**config.mk**
```make
export PLATFORM = sky130hd
export DESIGN_NAME = lsport_requester
export DESIGN_NICKNAME = d
export VERILOG_FILES = /design/src/rtl/lsreq_pkg.sv /design/src/rtl/lsreq_cmd_reg.sv /design/src/rtl/lsreq_lane.sv /design/src/rtl/lsreq_fsm.sv /design/src/rtl/lsport_requester.sv
export SDC_FILE = /design/constraint.sdc
export NUM_CORES = 1
export LEC_CHECK = 0
export BUFFER_PORTS_ARGS = -buffer_cell sky130_fd_sc_hd__buf_4
export CORE_MARGIN = 2
export CORE_UTILIZATION = 40
export CTS_BUF_LIST = sky130_fd_sc_hd__clkbuf_2 sky130_fd_sc_hd__clkbuf_4 sky130_fd_sc_hd__clkbuf_8
export CTS_CLUSTER_DIAMETER = 80
export DETAILED_ROUTE_END_ITERATION = 10
export HOLD_SLACK_MARGIN = 0.06
export PLACE_DENSITY_LB_ADDON = 0.05
export SYNTH_ARGS = -nofsm -noshare
export SYNTH_HDL_FRONTEND = slang
export SYNTH_SLANG_ARGS = --single-unit
```
**constraint.sdc**
```tcl
create_clock -name clk -period 2.75 [get_ports clk]
set_clock_uncertainty 0.1 [all_clocks]
set_input_delay 0.275 -clock clk [delete_from_list [all_inputs] [get_ports clk]]
set_output_delay 0.275 -clock clk [all_outputs]
set_load 0.1 [all_outputs]
```
**src/rtl/lsreq_pkg.sv**
```systemverilog
package lsreq_pkg;

    typedef enum logic [2:0] {
        S_IDLE,
        S_REQ_WAIT_ACK,
        S_LD_WAIT_DATA,
        S_ST_SEND,
        S_ST_WAIT_IDLE,
        S_DONE
    } lsreq_state_e;

    // number of address bits that select a byte inside one data word
    function automatic int unsigned lane_bits(int unsigned data_w);
        return $clog2(data_w / 8);
    endfunction

endpackage

```
**src/rtl/lsreq_cmd_reg.sv**
```systemverilog
module lsreq_cmd_reg #(
    parameter int ADDR_W = 48,
    parameter int LEN_W  = 4,
    parameter int DATA_W = 64
) (
    input  logic              clk,
    input  logic              rst_n,
    input  logic              load_i,
    input  logic              is_store_i,
    input  logic [ADDR_W-1:0] addr_i,
    input  logic [LEN_W-1:0]  len_i,
    input  logic [DATA_W-1:0] wdata_i,
    output logic              is_store_o,
    output logic [ADDR_W-1:0] addr_o,
    output logic [LEN_W-1:0]  len_o,
    output logic [DATA_W-1:0] wdata_o
);

    always_ff @(posedge clk) begin
        if (!rst_n) begin
            is_store_o <= 1'b0;
            addr_o     <= '0;
            len_o      <= '0;
            wdata_o    <= '0;
        end else if (load_i) begin
            is_store_o <= is_store_i;
            addr_o     <= addr_i;
            len_o      <= len_i;
            wdata_o    <= wdata_i;
        end
    end

endmodule

```
**src/rtl/lsreq_lane.sv**
```systemverilog
module lsreq_lane #(
    parameter int DATA_W = 64,
    parameter int LEN_W  = 4
) (
    input  logic [lsreq_pkg::lane_bits(DATA_W)-1:0] lane_i,
    input  logic [LEN_W-1:0]                        len_i,
    input  logic [DATA_W-1:0]                       wdata_i,
    input  logic [DATA_W-1:0]                       raw_i,
    output logic [DATA_W-1:0]                       st_data_o,
    output logic [DATA_W/8-1:0]                     st_be_o,
    output logic [DATA_W-1:0]                       ld_data_o
);

    localparam int NBYTES = DATA_W / 8;
    localparam int LANE_W = lsreq_pkg::lane_bits(DATA_W);
    localparam int SH_W   = LANE_W + 3;

    logic [LEN_W:0]      n_eff;
    logic [NBYTES-1:0]   keep;
    logic [DATA_W-1:0]   bmask;
    logic [SH_W-1:0]     sh;

    // clamp the byte count to one word
    always_comb begin
        if ({1'b0, len_i} > (LEN_W+1)'(NBYTES)) n_eff = (LEN_W+1)'(NBYTES);
        else                                    n_eff = {1'b0, len_i};
    end

    for (genvar i = 0; i < NBYTES; i++) begin : g_byte
        assign keep[i]          = (n_eff > (LEN_W+1)'(i));
        assign bmask[i*8 +: 8]  = {8{keep[i]}};
    end

    assign sh        = {lane_i, 3'b000};
    assign st_data_o = (wdata_i & bmask) << sh;
    assign st_be_o   = keep << lane_i;
    assign ld_data_o = (raw_i >> sh) & bmask;

endmodule

```
**src/rtl/lsreq_fsm.sv**
```systemverilog
module lsreq_fsm
    import lsreq_pkg::*;
(
    input  logic clk,
    input  logic rst_n,
    input  logic abort_i,
    input  logic cmd_valid_i,
    input  logic op_store_i,
    input  logic port_busy_i,
    input  logic port_addr_ack_i,
    input  logic port_exc_i,
    input  logic port_ld_valid_i,
    output logic cmd_ready_o,
    output logic cmd_take_o,
    output logic hold_o,
    output logic ld_req_o,
    output logic st_req_o,
    output logic st_strobe_o,
    output logic ld_capture_o,
    output logic done_o,
    output logic fault_o
);

    lsreq_state_e state_q, state_d;
    logic         fault_q, fault_d;
    logic         idle;

    // state register
    always_ff @(posedge clk) begin
        if (!rst_n) begin
            state_q <= S_IDLE;
            fault_q <= 1'b0;
        end else begin
            state_q <= state_d;
            fault_q <= fault_d;
        end
    end

    // transitions
    always_comb begin
        state_d = state_q;
        fault_d = fault_q;
        unique case (state_q)
            S_IDLE: begin
                if (cmd_take_o) begin
                    state_d = S_REQ_WAIT_ACK;
                    fault_d = 1'b0;
                end
            end
            S_REQ_WAIT_ACK: begin
                if (port_exc_i) begin
                    state_d = S_DONE;
                    fault_d = 1'b1;
                end else if (port_addr_ack_i) begin
                    state_d = op_store_i ? S_ST_SEND : S_LD_WAIT_DATA;
                end
            end
            S_LD_WAIT_DATA: begin
                if (port_exc_i) begin
                    state_d = S_DONE;
                    fault_d = 1'b1;
                end else if (port_ld_valid_i) begin
                    state_d = S_DONE;
                end
            end
            S_ST_SEND:      state_d = S_ST_WAIT_IDLE;
            S_ST_WAIT_IDLE: if (!port_busy_i) state_d = S_DONE;
            S_DONE:         state_d = S_IDLE;
            default:        state_d = S_IDLE;
        endcase
        if (abort_i) state_d = S_IDLE;
    end

    // outputs
    always_comb begin
        idle        = 1'b0;
        hold_o      = 1'b0;
        st_strobe_o = 1'b0;
        done_o      = 1'b0;
        unique case (state_q)
            S_IDLE:                         idle = 1'b1;
            S_REQ_WAIT_ACK, S_LD_WAIT_DATA: hold_o = 1'b1;
            S_ST_SEND: begin
                hold_o      = 1'b1;
                st_strobe_o = 1'b1;
            end
            S_ST_WAIT_IDLE:                 ;
            S_DONE:                         done_o = 1'b1;
            default:                        ;
        endcase
    end

    assign ld_req_o     = hold_o & ~op_store_i;
    assign st_req_o     = hold_o & op_store_i;
    assign cmd_ready_o  = idle & ~port_busy_i;
    assign cmd_take_o   = cmd_ready_o & cmd_valid_i & ~abort_i;
    assign ld_capture_o = (state_q == S_LD_WAIT_DATA) & port_ld_valid_i
                        & ~port_exc_i & ~abort_i;
    assign fault_o      = fault_q;


    req_onehot_chk: assert property (@(posedge clk) disable iff (!rst_n)
        !(ld_req_o && st_req_o));


    ready_not_busy_chk: assert property (@(posedge clk) disable iff (!rst_n)
        cmd_ready_o |-> !port_busy_i);


    strobe_after_ack_chk: assert property (@(posedge clk) disable iff (!rst_n)
        st_strobe_o |-> $past(port_addr_ack_i));


    strobe_single_chk: assert property (@(posedge clk) disable iff (!rst_n)
        st_strobe_o |=> !st_strobe_o);


    done_pulse_chk: assert property (@(posedge clk) disable iff (!rst_n)
        done_o |=> !done_o);


    exc_fault_chk: assert property (@(posedge clk) disable iff (!rst_n)
        ((state_q == S_REQ_WAIT_ACK || state_q == S_LD_WAIT_DATA)
         && port_exc_i && !abort_i) |=> (done_o && fault_o && !hold_o));


    abort_idle_chk: assert property (@(posedge clk) disable iff (!rst_n)
        abort_i |=> !(ld_req_o || st_req_o || hold_o || st_strobe_o || done_o));

endmodule

```
**src/rtl/lsport_requester.sv**
```systemverilog
module lsport_requester #(
    parameter int ADDR_W = 48,
    parameter int DATA_W = 64,
    parameter int LEN_W  = 4
) (
    input  logic                clk,
    input  logic                rst_n,
    input  logic                abort_i,
    input  logic                cmd_valid_i,
    output logic                cmd_ready_o,
    input  logic                cmd_is_store_i,
    input  logic [ADDR_W-1:0]   cmd_addr_i,
    input  logic [LEN_W-1:0]    cmd_len_i,
    input  logic [DATA_W-1:0]   cmd_wdata_i,
    output logic                done_o,
    output logic                fault_o,
    output logic [DATA_W-1:0]   rdata_o,
    output logic                port_ld_req_o,
    output logic                port_st_req_o,
    output logic                port_addr_valid_o,
    output logic [ADDR_W-1:0]   port_addr_o,
    output logic [LEN_W-1:0]    port_len_o,
    input  logic                port_busy_i,
    input  logic                port_addr_ack_i,
    input  logic                port_exc_i,
    input  logic                port_ld_valid_i,
    input  logic [DATA_W-1:0]   port_ld_data_i,
    output logic                port_st_valid_o,
    output logic [DATA_W-1:0]   port_st_data_o,
    output logic [DATA_W/8-1:0] port_st_be_o
);

    localparam int LANE_W = lsreq_pkg::lane_bits(DATA_W);

    logic              take;
    logic              capture;
    logic              op_store;
    logic [ADDR_W-1:0] addr_q;
    logic [LEN_W-1:0]  len_q;
    logic [DATA_W-1:0] wdata_q;
    logic [DATA_W-1:0] ld_aligned;
    logic [DATA_W-1:0] rdata_q;

    lsreq_cmd_reg #(
        .ADDR_W (ADDR_W),
        .LEN_W  (LEN_W),
        .DATA_W (DATA_W)
    ) u_cmd (
        .clk        (clk),
        .rst_n      (rst_n),
        .load_i     (take),
        .is_store_i (cmd_is_store_i),
        .addr_i     (cmd_addr_i),
        .len_i      (cmd_len_i),
        .wdata_i    (cmd_wdata_i),
        .is_store_o (op_store),
        .addr_o     (addr_q),
        .len_o      (len_q),
        .wdata_o    (wdata_q)
    );

    lsreq_fsm u_fsm (
        .clk             (clk),
        .rst_n           (rst_n),
        .abort_i         (abort_i),
        .cmd_valid_i     (cmd_valid_i),
        .op_store_i      (op_store),
        .port_busy_i     (port_busy_i),
        .port_addr_ack_i (port_addr_ack_i),
        .port_exc_i      (port_exc_i),
        .port_ld_valid_i (port_ld_valid_i),
        .cmd_ready_o     (cmd_ready_o),
        .cmd_take_o      (take),
        .hold_o          (port_addr_valid_o),
        .ld_req_o        (port_ld_req_o),
        .st_req_o        (port_st_req_o),
        .st_strobe_o     (port_st_valid_o),
        .ld_capture_o    (capture),
        .done_o          (done_o),
        .fault_o         (fault_o)
    );

    lsreq_lane #(
        .DATA_W (DATA_W),
        .LEN_W  (LEN_W)
    ) u_lane (
        .lane_i    (addr_q[LANE_W-1:0]),
        .len_i     (len_q),
        .wdata_i   (wdata_q),
        .raw_i     (port_ld_data_i),
        .st_data_o (port_st_data_o),
        .st_be_o   (port_st_be_o),
        .ld_data_o (ld_aligned)
    );

    // result register: cleared when a command is taken, filled on the load strobe
    always_ff @(posedge clk) begin
        if (!rst_n)       rdata_q <= '0;
        else if (take)    rdata_q <= '0;
        else if (capture) rdata_q <= ld_aligned;
    end

    assign port_addr_o = addr_q;
    assign port_len_o  = len_q;
    assign rdata_o     = rdata_q;


    addr_stable_chk: assert property (@(posedge clk) disable iff (!rst_n)
        (port_addr_valid_o && $past(port_addr_valid_o))
            |-> ($stable(port_addr_o) && $stable(port_len_o)));


    store_release_chk: assert property (@(posedge clk) disable iff (!rst_n)
        port_st_valid_o |=> !(port_st_req_o || port_ld_req_o || port_addr_valid_o));

endmodule

```
-- After elaboration in Yosys (flattened, before gate mapping)
Index checks and enable logic that the tools add are counted.
- register bits: 185
- input port bits: 189
- output and inout port bits: 195
- word-level logic and storage cells: 68
- $lt $le $gt $ge: 9
- equality and inequality tests: 10
- shift operators: 3
- muxes and demuxes: 16
- bitwise logic cells: 15
- reduce and logical (&&, ||, !) cells: 8
- operator list (operator ; count):
    AND 64 bit ; 2
    << shifter 64 x 6 -> 64 bit ; 1
    >> shifter 64 x 6 -> 64 bit ; 1
    two-way mux 3 bit ; 6
    greater-than comparator 4 x 3 -> 1 bit (second input constant) ; 4
    one-hot mux 3 bit (5 select lines) ; 1
    AND 1 bit ; 8
    greater-than comparator 4 x 1 -> 1 bit (second input constant) ; 2
    greater-than comparator 4 x 2 -> 1 bit (second input constant) ; 2
    << shifter 8 x 3 -> 8 bit ; 1
    two-way mux 1 bit ; 7
    equality test 3 x 2 -> 1 bit (second input constant) ; 2
    equality test 3 bit (second input constant) ; 2
    != test 3 bit (second input constant) ; 2
    OR reduction 2 bit ; 3
    inverter 1 bit ; 5
    greater-than comparator 4 bit (second input constant) ; 1
    two-way mux 4 bit ; 1
    != test 2 bit (second input constant) ; 2
    AND reduction 4 bit ; 1
    equality test 3 x 1 -> 1 bit (second input constant) ; 1
    logical NOT 3 bit ; 1
    AND reduction 3 bit ; 1
    OR reduction 3 bit ; 1
    3 further kinds ; 3

-- Longest topological paths before layout
Gate-level depths: netlist of the first run.
- depth after elaboration: 7
- mapped depth: 8
- gate-level depth less buffers: 4

-- Cells and area by module
A second synthesis of the first run with hierarchy kept.
- cell total of the unflattened synthesis: 1224
- area total of the unflattened synthesis: 11263.3 µm²
- modules (own cells, without submodules) (module ; instances ; cells an instance ; area an instance (µm²) ; seq. area each (µm²)):
    lsreq_cmd_reg ; 1 ; 377 ; 4420.5 ; 2342.2
    lsreq_lane ; 1 ; 595 ; 4205.3 ; 0.0
    lsport_requester ; 1 ; 207 ; 2304.7 ; 1281.2
    lsreq_fsm ; 1 ; 45 ; 332.8 ; 80.1

-- Worst setup path after synthesis of the first run
No wires, ideal clock.
- path type: reg-to-output
- from: register u_cmd.len_o[1]
- to: output port_st_data_o[48]
- arrival: 4.405 ns
- data required time: 2.375 ns
- slack: -2.030 ns
- stages on the path, launching flop included: 8
- buffers on the path: 3
- cells stage by stage: dfxtp_1 > buf_2 > a211o_1 > clkbuf_1 > and2_1 > buf_1 > a221oi_1 > a211oi_1
- longest elaborated chain between the ends: 5
- elaborated cells on any way between the ends: 12
- classes of those cells: order compare: 9; shift: 1; mux: 1; bitwise: 1
- RTL lines (element ; line ; text):
    start, declared ; lsreq_cmd_reg.sv:15 ; output logic [LEN_W-1:0] len_o,
    start signal, assigned ; lsreq_cmd_reg.sv:28 ; len_o <= len_i;
    greater-than comparator 4 bit ; lsreq_lane.sv:25 ; if ({1'b0, len_i} > (LEN_W+1)'(NBYTES)) n_eff = (LEN_W+1)'(NBYTES);
    two-way mux 4 bit (*) ; lsreq_lane.sv:25 ;
    greater-than comparator 4 x 1 -> 1 bit, or another cell as far along ; lsreq_lane.sv:30 ; assign keep[i] = (n_eff > (LEN_W+1)'(i));
    AND 64 bit (*) ; lsreq_lane.sv:35 ; assign st_data_o = (wdata_i & bmask) << sh;
    << shifter 64 x 6 -> 64 bit (*) ; lsreq_lane.sv:35 ;
    end, declared ; lsport_requester.sv:29 ; output logic [DATA_W-1:0] port_st_data_o,
Every way passes the cells marked *; elsewhere a longest branch is shown, timed or not.

-- Worst setup path in the final report of the first run
- from: register u_cmd.len_o[0]
- to: output port_st_data_o[40]
Same word-level chain as after synthesis.

==> flow_summary.ini, run 1 <==
[outcome]
status = finished, violations left
violations = setup timing

[logic_synthesis]
synth_ff_type = dfxtp_1
synthTopCellsByArea = dfxtp_1 36%, nand2_1 10%, a21boi_0 7.7%
synth_top_area_share = 0.358
synthCells = 1257
yosysMostFrequentCell = nand2_1
ys_seq_area_frac = 0.358
yosysUniqueCellTypes = 59
ys_async_sr_fraction = 0
yosysWarnings = 0
synth_largest_area_cell = dfxtp_1
synth-seq-cells = 185
syn_avg_cell_area_um2 = 8.23
synth_area_mm2 = 0.0103
yosys-top-cells-count = 283 x nand2_1, 185 x dfxtp_1, 106 x a21boi_0
synthesis.nets = 1446
synth-edff-count = 0

[hold_path]
hold_path.class = in2reg

[setup_path]
worstPathArrival_ns = 2.41
worstSetupPathType = reg2out
crit_path_max_fanout = 6
start_kind = register
cp-end-kind = primary output
slowest_delay_ns = 0.62
cp.required_ns = 2.38
crit_slowest_cell = or4_4
cp_cell_sequence = or4_4 > buf_6 > a32oi_2 > a22o_1 > o21bai_2 > buf_8

[sta]
fin_ws_ns = -0.0391
tns_ns = -0.102
fin_hold_ws_ns = 0.105
final_max_slew_viol_count = 0
fmax_mhz = 359
finalHoldViolations = 0
slew_headroom = 0.304
rsz0062_at_grt = true
worst_pin_slew_ns = 1.04
period_needed_ns = 2.79
finalCritPeriodShare = 1.01
setup_viol = 7

[routing]
wire_per_inst_um = 21.2
num_vias = 11817
wl_um = 44800
firstDrtPassIters = 5
dr.first_iter.drc_count = 909
drc_errors = 0
drtAntennaViolNets = 0
via_per_inst = 5.60

[floorplanning]
ios = 384
coreArea_mm2 = 0.0253
dieArea_mm2 = 0.0272
die_h_um = 165
rows = 58
die_w_um = 165
initial_utilization = 0.409

[finish]
syn_to_final_growth_pct = 64.9
drive_above_1_share = 0.380
fin_nets = 1954
design_area_mm2 = 0.0171

[grt]
grt_overflow = 0
antenna_found_initial = 1
grt_pass1_vias = 11343
grt_max_degree = 96
grt_pass1_wl_um = 65900
track_usage = 0.316

[clocking]
clk_latency_ns = 0.49
clock_path_buffers = 2
cts-htree-levels = 4
numCtsBuffers = 17
cts_root_buffer = clkbuf_8
cts_tree = done
clock_sinks = 185
cts.clk_slew.worst_paths_ns = 0.10

[placed_design]
hpwl_um = 31200
place_congestion = 0.882
place_worst_setup_slack_ns = 0.0647
io_buffers = 383
place_area_mm2 = 0.0143

[job]
max_cap_violations = 0

[power_and_ir_drop]
power_density_mw_per_mm2 = 385
irDropWorstVdd_mv = 0.273
power_mw = 6.57
leakage_nw = 6.85
report_power, final:
part | switching [mW] | leakage, nW | internal, mW | total [mW]
Combinational | 1.09 | 5.14 | 0.729 | 1.81
Sequential | 0.0761 | 1.50 | 2.73 | 2.81
Clock | 1.22 | 0.207 | 0.727 | 1.94
Total | 2.38 | 6.85 | 4.19 | 6.57
layer usage:
layer	global-route usage	part of all wire	vias to the layer above
li1	-	-	5570
met1	0.428	0.43	5638
met2	0.498	0.46	540
met3	0.0771	0.085	67
met4	0.0968	0.023	2
met5	0	0.00058	-
sequential cells by signal (all words and copies together) (netlist names):
signal,cells
u_cmd.len_o,4
u_fsm.fault_o,1
rdata_o,64
u_cmd.addr_o,48
u_cmd.wdata_o,64
u_cmd.is_store_o,1
u_fsm.state_q,3
timing repair:
| item | CTS | global route |
|---|---|---|
| hold buffers | 132 | 0 |
| gates cloned | 2 | 1 |
| setup buffers | 5 | 12 |
| pin swaps | 8 | 17 |
| gates resized for setup | 84 | 96 |
| hold endpoints to repair | 127 | 0 |
| endpoints found under the setup margin | 64 | 58 |
path summary, 6_finish.rpt:
path | startpoint | to | slack [ns] | depth (start not counted)
hold / removal | port_exc_i | u_fsm.fault_o | 0.11 | 3
hold reg to reg | u_cmd.addr_o[28] | u_cmd.addr_o[28] | 0.37 | 2
setup reg to reg | u_cmd.addr_o[0] | rdata_o[52] | 0.33 | 6
setup / recovery | u_cmd.len_o[0] | port_st_data_o[40] | -0.04 | 6
logic make-up (layout without fill, tap and decap cells):
group	count (synthesis)	after routing	share of synthesized area
flip-flops	185	185	0.358
adder cells (fa/ha/maj)	2	2	0.00194
AND/OR/NAND/NOR	442	443	0.186
buffers and inverters	138	657	0.0570
other	0	2	0
AO/OA/AOI/OAI	389	390	0.291
XOR/XNOR	1	1	0.000847
multiplexers	100	100	0.105
through the flow:
stage | instances | utilization
floorplan | 1257 | -
global placement | 1924 | 0.566
detailed placement | 1924 | 0.566
CTS | 2095 | 0.653
global route | 2109 | 0.675
finish | 2110 | 0.675
layout make-up:
| cell class | instances | area [um^2] |
|---|---|---|
| timing repair buffer | 606 | 5440 |
| clock buffer | 18 | 248 |
| clock inverter | 14 | 174 |
| inverter | 19 | 75.1 |
| multi-input combinational | 936 | 6970 |
| fill | 2063 | 8200 |
| tap | 330 | 413 |
| antenna | 2 | 5.00 |
| sequential | 185 | 3730 |
worst max-delay path: cells and delay by family, from the launching register on:
| kind | cells | cell delay, ns |
|---|---|---|
| AO/OA/AOI/OAI | 3 | 0.57 |
| AND/OR/NAND/NOR | 1 | 0.62 |
| flip-flops | 1 | 0.37 |
| buffers and inverters | 2 | 0.37 |
cell usage in the layout (no fill, tap or decap), types with 26 or more instances in the layout:
cell / count
buf_12: 27
mux2i_1: 76
nand2_1: 275
buf_4: 410
a21boi_0: 106
dlygate4sd3_1: 132
o2bb2ai_1: 31
buf_6: 26
nor2_1: 47
dfxtp_1: 178
(Power assumes the default switching activity.)
==> inputs of run 2 (changes only) <==
Settings changed: SYNTH_HIERARCHICAL set to 1.
==> run 2 against run 1 <==
Effect of this change:
- the flow still finishes with violations (setup timing)
- clock power is 4% lower
- flip-flop and latch count stayed put
- register-to-register slack better by 0.13 ns
- design area is 4.5% higher
- sequential power hardly changed
- via count is 1.0% lower
- power hardly changed
- first-iteration DRC count is 15% higher
- hold slack better by 0.018 ns
- routed wire length is 3.3% higher
- global-route usage is 1.5 points lower
==> flow_summary.ini, run 2 <==
[grt]
grt_pass1_wl_um = 67300
antenna_found_initial = 0
grt_pass1_vias = 11201
grt_max_degree = 65
grt_overflow = 0
track_usage = 0.301

[placed_design]
place_area_mm2 = 0.0151
place_worst_setup_slack_ns = 0.165
io_buffers = 383
place_congestion = 0.923
hpwl_um = 33400

[finish]
utilization = 0.642
design_area_mm2 = 0.0178
multi_input_area_mm2 = 0.00801
fin_nets = 1905
final_common_cell = buf_4
final_cell_mix = 406 x buf_4, 244 x mux2i_1, 178 x dfxtp_1
syn_to_final_growth_pct = 58.3
drive_above_1_share = 0.393
diodes = 0
regArea_mm2 = 0.00373
fillers = 2407

[sta]
fin_ws_ns = -0.0427
finalHoldViolations = 0
finalCritPeriodShare = 1.02
worst_pin_slew_ns = 0.709
final_max_slew_viol_count = 0
slew_headroom = 0.525
fmax_mhz = 358
setup_viol = 5
rsz0062_at_grt = true
fin_hold_ws_ns = 0.124
period_needed_ns = 2.79

[logic_synthesis]
ys_seq_area_frac = 0.329
synth_ff_type = dfxtp_1
yosysWarnings = 6
synthTopCellsByArea = dfxtp_1 33%, mux2i_1 22%, nor2b_1 7.1%
synth_largest_area_cell = dfxtp_1
ys_async_sr_fraction = 0
synthesis.nets = 1413
synthCells = 1224
syn_avg_cell_area_um2 = 9.20
synth-edff-count = 0
synth-seq-cells = 185
yosysMostFrequentCell = mux2i_1
yosysUniqueCellTypes = 64
yosys-top-cells-count = 247 x mux2i_1, 185 x dfxtp_1, 133 x nor2_1
synth_top_area_share = 0.329
synth_area_mm2 = 0.0113

[hold_path]
hold_path.class = in2reg
holdPathStages = 4
min_from = port_ld_data_i[59]
hold_end = rdata_o[59]

[power_and_ir_drop]
p_sw_frac = 0.362
power_density_mw_per_mm2 = 369
p_switching_mw = 2.38
internal-power_mw = 4.19
clkPwrFrac = 0.284
pwr-share-seq = 0.428
power_mw = 6.57
leakage_nw = 6.72
irDropWorstVdd_mv = 0.249
pwr-share-comb = 0.287

[setup_path]
worstSetupPathType = reg2out
worst_r2r_path_depth = 5
start_kind = register
r2r_setup_slack_ns = 0.46
crit_path_max_fanout = 6
cp.required_ns = 2.38
worstPathArrival_ns = 2.42
reg2reg_to = rdata_o[23]
cp-end-kind = primary output
r2r_start = u_fsm/state_q[2]

[routing]
drc_errors = 0
wire_per_inst_um = 22.0
num_vias = 11695
drtAntennaViolNets = 0
dr.first_iter.drc_count = 1045
firstDrtPassIters = 7
wl_um = 46300
via_per_inst = 5.55

[clocking]
cts_root_buffer = clkbuf_8
cts.clk_slew.worst_paths_ns = 0.10
cts_tree = done
clock_sinks = 185
clock_path_buffers = 2
clk_latency_ns = 0.49
numCtsBuffers = 17
cts-htree-levels = 4

[floorplanning]
ios = 384
coreArea_mm2 = 0.0278
rows = 61
die_h_um = 172
dieArea_mm2 = 0.0295
die_w_um = 172
initial_utilization = 0.405

[outcome]
status = finished, violations left
violations = setup timing

[job]
max_cap_violations = 0
[run 2: area by class of cell]
class / instances / share of cell area
well taps: 378 / 0.0265
repair buffers: 590 / 0.292
clock inverters: 13 / 0.00737
flip-flops and latches: 185 / 0.209
multi-input cells: 910 / 0.449
inverters: 12 / 0.00253
clock buffers: 18 / 0.0135
[run 2: worst max-delay path by stage]
stage,from,to,slack (ns),cells after the start
3_3_place_gp,u_cmd/len_o[1],port_st_data_o[48],0.16,6
4_1_cts,u_cmd/len_o[1],port_st_data_o[55],-0.07,5
2_1_floorplan,u_cmd/addr_o[0],port_st_data_o[8],-0.39,7
5_1_grt,u_cmd/addr_o[0],port_st_data_o[55],-0.1,6
3_5_place_dp,u_cmd/len_o[1],port_st_data_o[50],0.16,6
6_report,u_cmd/len_o[0],port_st_data_o[52],-0.04,6
[run 2: worst max-delay path, cell delays in order, from the launching register on]
cell	delay, ns
dfxtp_4	0.39
or4_4	0.58
buf_6	0.16
and3_4	0.17
o31ai_4	0.24
o211ai_1	0.18
buf_6	0.23
[run 2: power groups by stage]
stage	clock [mW]	combinational [mW]	sequential (mW)
final	1.87	1.89	2.81
after global placement	0	1.59	2.87
after global routing	2.02	1.97	2.82
after floorplan	0	0.890	3.02
after CTS	1.91	1.81	2.81
after detailed placement	0	1.60	2.87
[run 2: through the flow]
step / instances / TNS, ns
global route: 2106 / -0.965
global placement: 1936 / 0
detailed placement: 1936 / 0
floorplan: 1224 / -3.78
finish: 2106 / -0.106
CTS: 2096 / -0.465
[run 2: repair_timing]
action | CTS | global route
setup buffers | 8 | 9
cloned | 1 | 1
pin swaps | 14 | 16
gates resized for setup | 105 | 80
endpoints found under the hold margin | 120 | 0
hold buffers | 120 | 0
setup endpoints to repair | 48 | 50
[run 2: metal layers]
| layer | vias to the layer above | wire length [um] | global-route usage |
|---|---|---|---|
| met5 | - | 0 | 0 |
| met2 | 493 | 22600 | 0.516 |
| met4 | 0 | 1580 | 0.109 |
| met3 | 78 | 3080 | 0.0492 |
| met1 | 5671 | 19000 | 0.380 |
| li1 | 5453 | - | - |
[run 2: cell families (layout without fill, tap and decap cells)]
kind of cell,count (synthesis),in the layout,synth area share
compound gates,213,214,0.140
xor+xnor,1,1,0.000778
fa+ha+maj,1,1,0.000889
buf+inv,130,633,0.0659
flops,185,185,0.329
mux,272,272,0.263
simple gates,422,422,0.200
